## src/rtl/los_pkg.sv

```systemverilog
package los_pkg;
  typedef enum logic {
    MODE_SHORT = 1'b0,
    MODE_LONG  = 1'b1
  } los_mode_e;
endpackage

```

## src/rtl/los_run_counter.sv

```systemverilog
// Saturating run counter: counts consecutive qualifying intervals.
// Exposes the next value so the parent can decide on the same edge.
module los_run_counter #(
  parameter int LIMIT = 33,
  localparam int CW = $clog2(LIMIT + 1)
) (
  input  logic          clk,
  input  logic          rst,
  input  logic          clr,
  input  logic          inc,
  output logic [CW-1:0] cnt_d
);
  logic [CW-1:0] cnt_q;

  always_comb begin
    if (clr || !inc)                 cnt_d = '0;
    else if (cnt_q == CW'(LIMIT))    cnt_d = cnt_q;
    else                             cnt_d = cnt_q + CW'(1);
  end

  always_ff @(posedge clk) begin
    if (rst) cnt_q <= '0;
    else     cnt_q <= cnt_d;
  end
endmodule

```

## src/rtl/los_mark_window.sv

```systemverilog
// History of the last WIN intervals with a running count of marks.
module los_mark_window #(
  parameter int WIN = 32,
  localparam int OW = $clog2(WIN + 1)
) (
  input  logic          clk,
  input  logic          rst,
  input  logic          clr,
  input  logic          mark,
  output logic [OW-1:0] ones_d
);
  logic [WIN-1:0] hist_q, hist_d;
  logic [OW-1:0]  ones_q;

  always_comb begin
    if (clr) begin
      hist_d = '0;
      ones_d = '0;
    end else begin
      hist_d = {hist_q[WIN-2:0], mark};
      ones_d = ones_q + OW'(mark) - OW'(hist_q[WIN-1]);
    end
  end

  always_ff @(posedge clk) begin
    if (rst) begin
      hist_q <= '0;
      ones_q <= '0;
    end else begin
      hist_q <= hist_d;
      ones_q <= ones_d;
    end
  end
endmodule

```

## src/rtl/los_gap_tracker.sv

```systemverilog
// Decides whether the last WIN intervals contain a zero run longer than
// MAX_GAP. It keeps the trailing zero run and the age of the newest interval
// at which that run reached MAX_GAP+1. A long run lies fully inside the
// window exactly when that age is at most WIN-(MAX_GAP+1).
module los_gap_tracker #(
  parameter int WIN     = 32,
  parameter int MAX_GAP = 15,
  localparam int RUNL = MAX_GAP + 1,
  localparam int AGEL = WIN - RUNL + 1,
  localparam int ZW   = $clog2(RUNL + 1),
  localparam int AW   = $clog2(AGEL + 1)
) (
  input  logic clk,
  input  logic rst,
  input  logic clr,
  input  logic mark,
  output logic gap_ok_d
);
  logic [ZW-1:0] zrun_q, zrun_d;
  logic [AW-1:0] age_q, age_d;
  logic          long_run;

  always_comb begin
    if (clr)                        zrun_d = ZW'(RUNL);
    else if (mark)                  zrun_d = '0;
    else if (zrun_q == ZW'(RUNL))   zrun_d = zrun_q;
    else                            zrun_d = zrun_q + ZW'(1);
    long_run = (zrun_d == ZW'(RUNL));
    if (clr || long_run)            age_d = '0;
    else if (age_q == AW'(AGEL))    age_d = age_q;
    else                            age_d = age_q + AW'(1);
    gap_ok_d = (age_d == AW'(AGEL));
  end

  always_ff @(posedge clk) begin
    if (rst) begin
      zrun_q <= ZW'(RUNL);
      age_q  <= '0;
    end else begin
      zrun_q <= zrun_d;
      age_q  <= age_d;
    end
  end
endmodule

```

## src/rtl/los_line_monitor.sv

```systemverilog
module los_line_monitor
  import los_pkg::*;
#(
  parameter int WIN       = 32,
  parameter int SHORT_SET = 32,
  parameter int MAX_GAP   = 15,
  parameter int MIN_MARKS = 4,
  parameter int LONG_SET  = 2048,
  parameter int LONG_CLR  = 32
) (
  input  logic clk,
  input  logic rst,
  input  logic pos_mark_i,
  input  logic neg_mark_i,
  input  logic amp_low_ok_i,
  input  logic amp_high_ok_i,
  input  logic long_mode_i,
  output logic los_o,
  output logic ref_clk_sel_o,
  output logic pos_data_o,
  output logic neg_data_o
);
  localparam int QLIM = (LONG_SET > SHORT_SET) ? LONG_SET : SHORT_SET;
  localparam int QW   = $clog2(QLIM + 1);
  localparam int HLIM = LONG_CLR + 1;
  localparam int HW   = $clog2(HLIM + 1);
  localparam int OW   = $clog2(WIN + 1);

  los_mode_e     mode_q;
  logic          mode_long_q;
  logic          mode_chg;
  logic          mark;
  logic          quiet_inc;
  logic [QW-1:0] quiet_d;
  logic [HW-1:0] high_d;
  logic [OW-1:0] ones_d;
  logic          gap_ok_d;
  logic          hmark_q, hmark_d;
  logic          set_hit, clr_hit, los_d;

  assign mark        = pos_mark_i | neg_mark_i;
  assign mode_long_q = (mode_q == MODE_LONG);
  assign mode_chg    = (long_mode_i != mode_long_q);
  assign quiet_inc   = mode_long_q ? !amp_low_ok_i : (!mark && !amp_low_ok_i);

  los_run_counter #(.LIMIT(QLIM)) i_quiet_cnt (
    .clk(clk), .rst(rst), .clr(mode_chg), .inc(quiet_inc), .cnt_d(quiet_d)
  );

  los_run_counter #(.LIMIT(HLIM)) i_high_cnt (
    .clk(clk), .rst(rst), .clr(mode_chg), .inc(amp_high_ok_i), .cnt_d(high_d)
  );

  los_mark_window #(.WIN(WIN)) i_window (
    .clk(clk), .rst(rst), .clr(mode_chg), .mark(mark), .ones_d(ones_d)
  );

  los_gap_tracker #(.WIN(WIN), .MAX_GAP(MAX_GAP)) i_gap (
    .clk(clk), .rst(rst), .clr(mode_chg), .mark(mark), .gap_ok_d(gap_ok_d)
  );

  always_comb begin
    hmark_d = (mode_chg || !amp_high_ok_i) ? 1'b0 : (hmark_q | mark);
    if (mode_long_q) begin
      set_hit = (quiet_d >= QW'(LONG_SET));
      clr_hit = (high_d >= HW'(HLIM)) && hmark_d;
    end else begin
      set_hit = (quiet_d >= QW'(SHORT_SET));
      clr_hit = (ones_d >= OW'(MIN_MARKS)) && gap_ok_d && amp_high_ok_i;
    end
    if (mode_chg)   los_d = los_o;
    else if (los_o) los_d = !clr_hit;
    else            los_d = set_hit;
  end

  always_ff @(posedge clk) begin
    if (rst) begin
      mode_q        <= MODE_SHORT;
      hmark_q       <= 1'b0;
      los_o         <= 1'b1;
      ref_clk_sel_o <= 1'b1;
      pos_data_o    <= 1'b0;
      neg_data_o    <= 1'b0;
    end else begin
      mode_q        <= long_mode_i ? MODE_LONG : MODE_SHORT;
      hmark_q       <= hmark_d;
      los_o         <= los_d;
      ref_clk_sel_o <= los_d;
      pos_data_o    <= pos_mark_i;
      neg_data_o    <= neg_mark_i;
    end
  end
endmodule

```

## config.mk

```make
export PLATFORM = sky130hd
export DESIGN_NAME = los_line_monitor
export DESIGN_NICKNAME = d
export VERILOG_FILES = /design/src/rtl/los_pkg.sv /design/src/rtl/los_run_counter.sv /design/src/rtl/los_mark_window.sv /design/src/rtl/los_gap_tracker.sv /design/src/rtl/los_line_monitor.sv
export SDC_FILE = /design/constraint.sdc
export NUM_CORES = 1
export LEC_CHECK = 0
export BUFFER_PORTS_ARGS = -buffer_cell sky130_fd_sc_hd__buf_2
export CELL_PAD_IN_SITES_DETAIL_PLACEMENT = 2
export CELL_PAD_IN_SITES_GLOBAL_PLACEMENT = 2
export CORE_ASPECT_RATIO = 0.5
export CORE_MARGIN = 3
export CORE_UTILIZATION = 35
export DETAILED_ROUTE_END_ITERATION = 7
export GPL_TIMING_DRIVEN = 0
export HOLD_SLACK_MARGIN = 0.02
export PLACE_DENSITY = 0.82
export SYNTH_ARGS = -nofsm -noshare
export SYNTH_HDL_FRONTEND = slang
export SYNTH_SLANG_ARGS = --single-unit
```

## constraint.sdc

```tcl
create_clock -name clk -period 1.85 [get_ports clk]
set_input_delay 0.0925 -clock clk [delete_from_list [all_inputs] [get_ports clk]]
set_output_delay 0.0925 -clock clk [all_outputs]
set_load 0.005 [all_outputs]
```

==> qor.csv <==
metric,value,unit
cap_violations,0,
dominantRegCellSynth,dfxtp_1,
critPathSlowestCell,dfxtp_2,
fp-row-count,23,
wire_per_inst,18.2,µm
avgSynthCellArea,9.46,µm²
synth_async_sr_flop_share,0,%
min_period_over_period,111,%
die_h,71.6,µm
n_antenna_cell,0,
avgViaCountPerCell,5.02,
ioPinCount,11,
worstPathCellList,inv_1 -> ha_1 -> nand2_1 -> nor3b_1 -> o21ai_0 -> a211oi_2 -> nand2b_2 -> nor2_1,
cp_slowest_stage_delay,0.38,ns
path_max_fanout,5,
worstSetupEndpointType,flip-flop,
crit_required,2.08,ns
synth_cell_types,48,
grt_max_degree,15,
clk_latency,0.34,ns
tritoncts,done,
clock_tree.root_cell,clkbuf_16,
synth_cells,318,
cellLeakagePower,1.37,nW
crit_arrival,2.28,ns
violations,setup timing,
vias,2306,
critPathBufInv,1,
remaining_drc_errors,0,
cts_buffer_depth,2,
synth_warnings,0,
p_clk_share,49.3,%
portBuffers,10,
hpwl,5080,µm
coreArea,8170,µm²
relSlewSlack,70.4,%
setup_violations,6,
fin_total_pwr,3.72,mW
outcome,"complete, but fails checks",
ir_worst_vdd,443,µV
chipWidth,137,µm
fillers,878,
grt_pass1_wl,13600,µm
hold_class,in -> reg,
cp_top_family,simple AND/OR/NAND/NOR gates,
fmax,487,MHz
fin_nets,363,
slew_viol_final,0,
cts_made_buffers,9,
clk_pin_slew_worst_paths,0.06,ns
min_period,2.06,ns
grt_use_total,18.3,%
first_pass_iters,4,
synth-seq-area-share,47.3,%
worstMarginPinSlew,0.440,ns
power_switching,0.932,mW
hold_viol_final,0,
synth_enable_flop_cells,0,
p_per_area,1020,nW/µm²
synth_area,3010,µm²
drive_above_1_share,20.5,%
p_int,2.78,mW
finalWorstSetupSlack,-0.205,ns
gp_congestion,0.746,
cts_sinks,71,
rsz0062_at_grt,yes,
swShare,25.1,%
synth_nets,339,
layout.area.seq,1430,µm²
initial_core_util,36.8,%
antenna_found_initial,0,
die_area,9810,µm²
overflow,0,
flow.area_growth_from_synthesis,20.6,%
worstSetupPathType,reg -> reg,
grt_pass1_vias,2612,
p_comb_share,8.2,%
multiInputGateArea,1590,µm²
finalSetupTns,-1.18,ns
finClkSkew,0.00890,ns
ant_nets,0,
dr.first_iter.drc_count,105,
fin_util,44.4,%
totalWireLength,8370,µm
seqPwrFrac,42.5,%
synth_seq_cells,71,
cp-start-kind,flip-flop,
htree_levels,3,
-- synth_stat cells (3+ instances only) --
cell	count	share of area, %
nor2_1	47	5.9
nor2b_1	4	0.83
a21oi_1	7	1.2
xnor2_1	14	4.1
a211oi_1	5	1.2
inv_1	11	1.4
clkbuf_1	5	0.62
o2111ai_1	3	0.87
ha_1	13	5.4
nor3_1	4	0.67
nand2_1	19	2.4
dfxtp_1	71	47
xor2_1	17	4.9
and2_1	34	7.1
nand3_1	15	2.5
nand2b_1	6	1.2
-- final cells by class --
cell class	count	area share, %
plain buffers	7	1.00
clock buffers	10	6.59
clock inverters	6	2.03
inverters	11	1.14
multi-input cells	228	43.8
flip-flops and latches	71	39.3
well taps	112	3.86
repair buffers	14	2.28
-- what timing repair did --
action                                  CTS  global route
hold endpoints to repair                  3             0
pin swaps                                 9            13
setup buffers                             2             1
endpoints found under the setup margin   11            32
resized for setup                        16            11
hold buffers                              1             0
-- kinds of logic (layout without fill, tap and decap cells) --
logic type / Yosys count / in the layout / share of synthesized area (%)
and+or+nand+nor: 153 / 153 / 27.1
DFF: 71 / 71 / 47.3
xor gates and xnor gates: 31 / 31 / 9.03
AOI/OAI and AO/OA: 28 / 28 / 7.20
buffers and inverters: 19 / 48 / 2.58
adders and majority gates: 14 / 14 / 6.07
muxes: 2 / 2 / 0.749
-- through the flow --
stage	hold WS [ns]	instance area, µm²	setup WS (ns)	std cells
after detailed placement	0.367	3200	-0.531	440
after CTS	0.0327	3590	-0.246	459
after global routing	0.0493	3630	-0.293	459
after floorplan	0.164	3010	0.00678	318
after global placement	0.363	3200	-0.440	440
final	0.0439	3630	-0.205	459
-- final timing paths --
path / cells past startpoint / endpoint / slack (ns) / from
hold / removal: 2 / neg_data_o / 0.04 / neg_mark_i
setup / recovery: 8 / i_gap.age_q[0] / -0.21 / i_gap.zrun_q[0]
hold reg to reg: 1 / i_window.hist_q[11] / 0.43 / i_window.hist_q[10]
setup reg to reg: 8 / i_gap.age_q[0] / -0.21 / i_gap.zrun_q[0]
-- power by group through the flow --
stage	Sequential, mW	Clock (mW)	Combinational, mW
finish	1.58	1.83	0.305
CTS	1.58	1.87	0.288
detailed placement	1.61	0	0.228
floorplan	1.60	0	0.158
global route	1.58	1.95	0.335
global placement	1.61	0	0.214
-- registers in the layout, summed over array words and instances, names as in the netlist --
signal and flops:
neg_data_o 1, i_window.ones_q 6, i_quiet_cnt.cnt_q 12, mode_long_q 1, i_gap.zrun_q 5, ref_clk_sel_o 1, i_high_cnt.cnt_q 6, hmark_q 1
pos_data_o 1, i_window.hist_q 32, i_gap.age_q 5
-- per-layer routing --
| layer | vias to the layer above | global-route usage [%] | part of all wire (%) |
|---|---|---|---|
| met4 | 0 | 7.96 | 1.6 |
| met1 | 1147 | 20.5 | 42 |
| met3 | 12 | 4.70 | 2.6 |
| met5 | - | 0 | 0 |
| li1 | 1112 | - | - |
| met2 | 35 | 33.0 | 54 |
-- cell usage in the layout, fill, tap and decap left out, types with 2 or more instances in the layout --
master     Yosys  layout
buf_2          2      12
ha_1          13      10
nand2_2        0       2
o21ai_0        2       2
o2111ai_1      3       2
a21oi_1        7       5
nor4_2         2       2
clkbuf_16      0       9
inv_6          0       4
a211oi_1       5       5
nand4_1        2       2
and2_1        34      34
buf_4          1       4
nand3_1       15      15
nand2b_1       6       5
a21oi_2        0       2
or2_2          2       2
nand2_1       19      17
a31oi_1        2       2
nor3_1         4       4
nor2_1        47      45
dfxtp_2        0       5
and3_1         2       2
nor2b_1        4       4
xnor2_2        0       2
clkbuf_2       0       3
nor2_2         0       2
a211oi_2       2       2
ha_2           0       2
xor2_1        17      16
dfxtp_1       71      66
nor3_2         2       2
inv_1         11      11
xnor2_1       14      12
No activity file was read; power rests on OpenSTA's default activity.
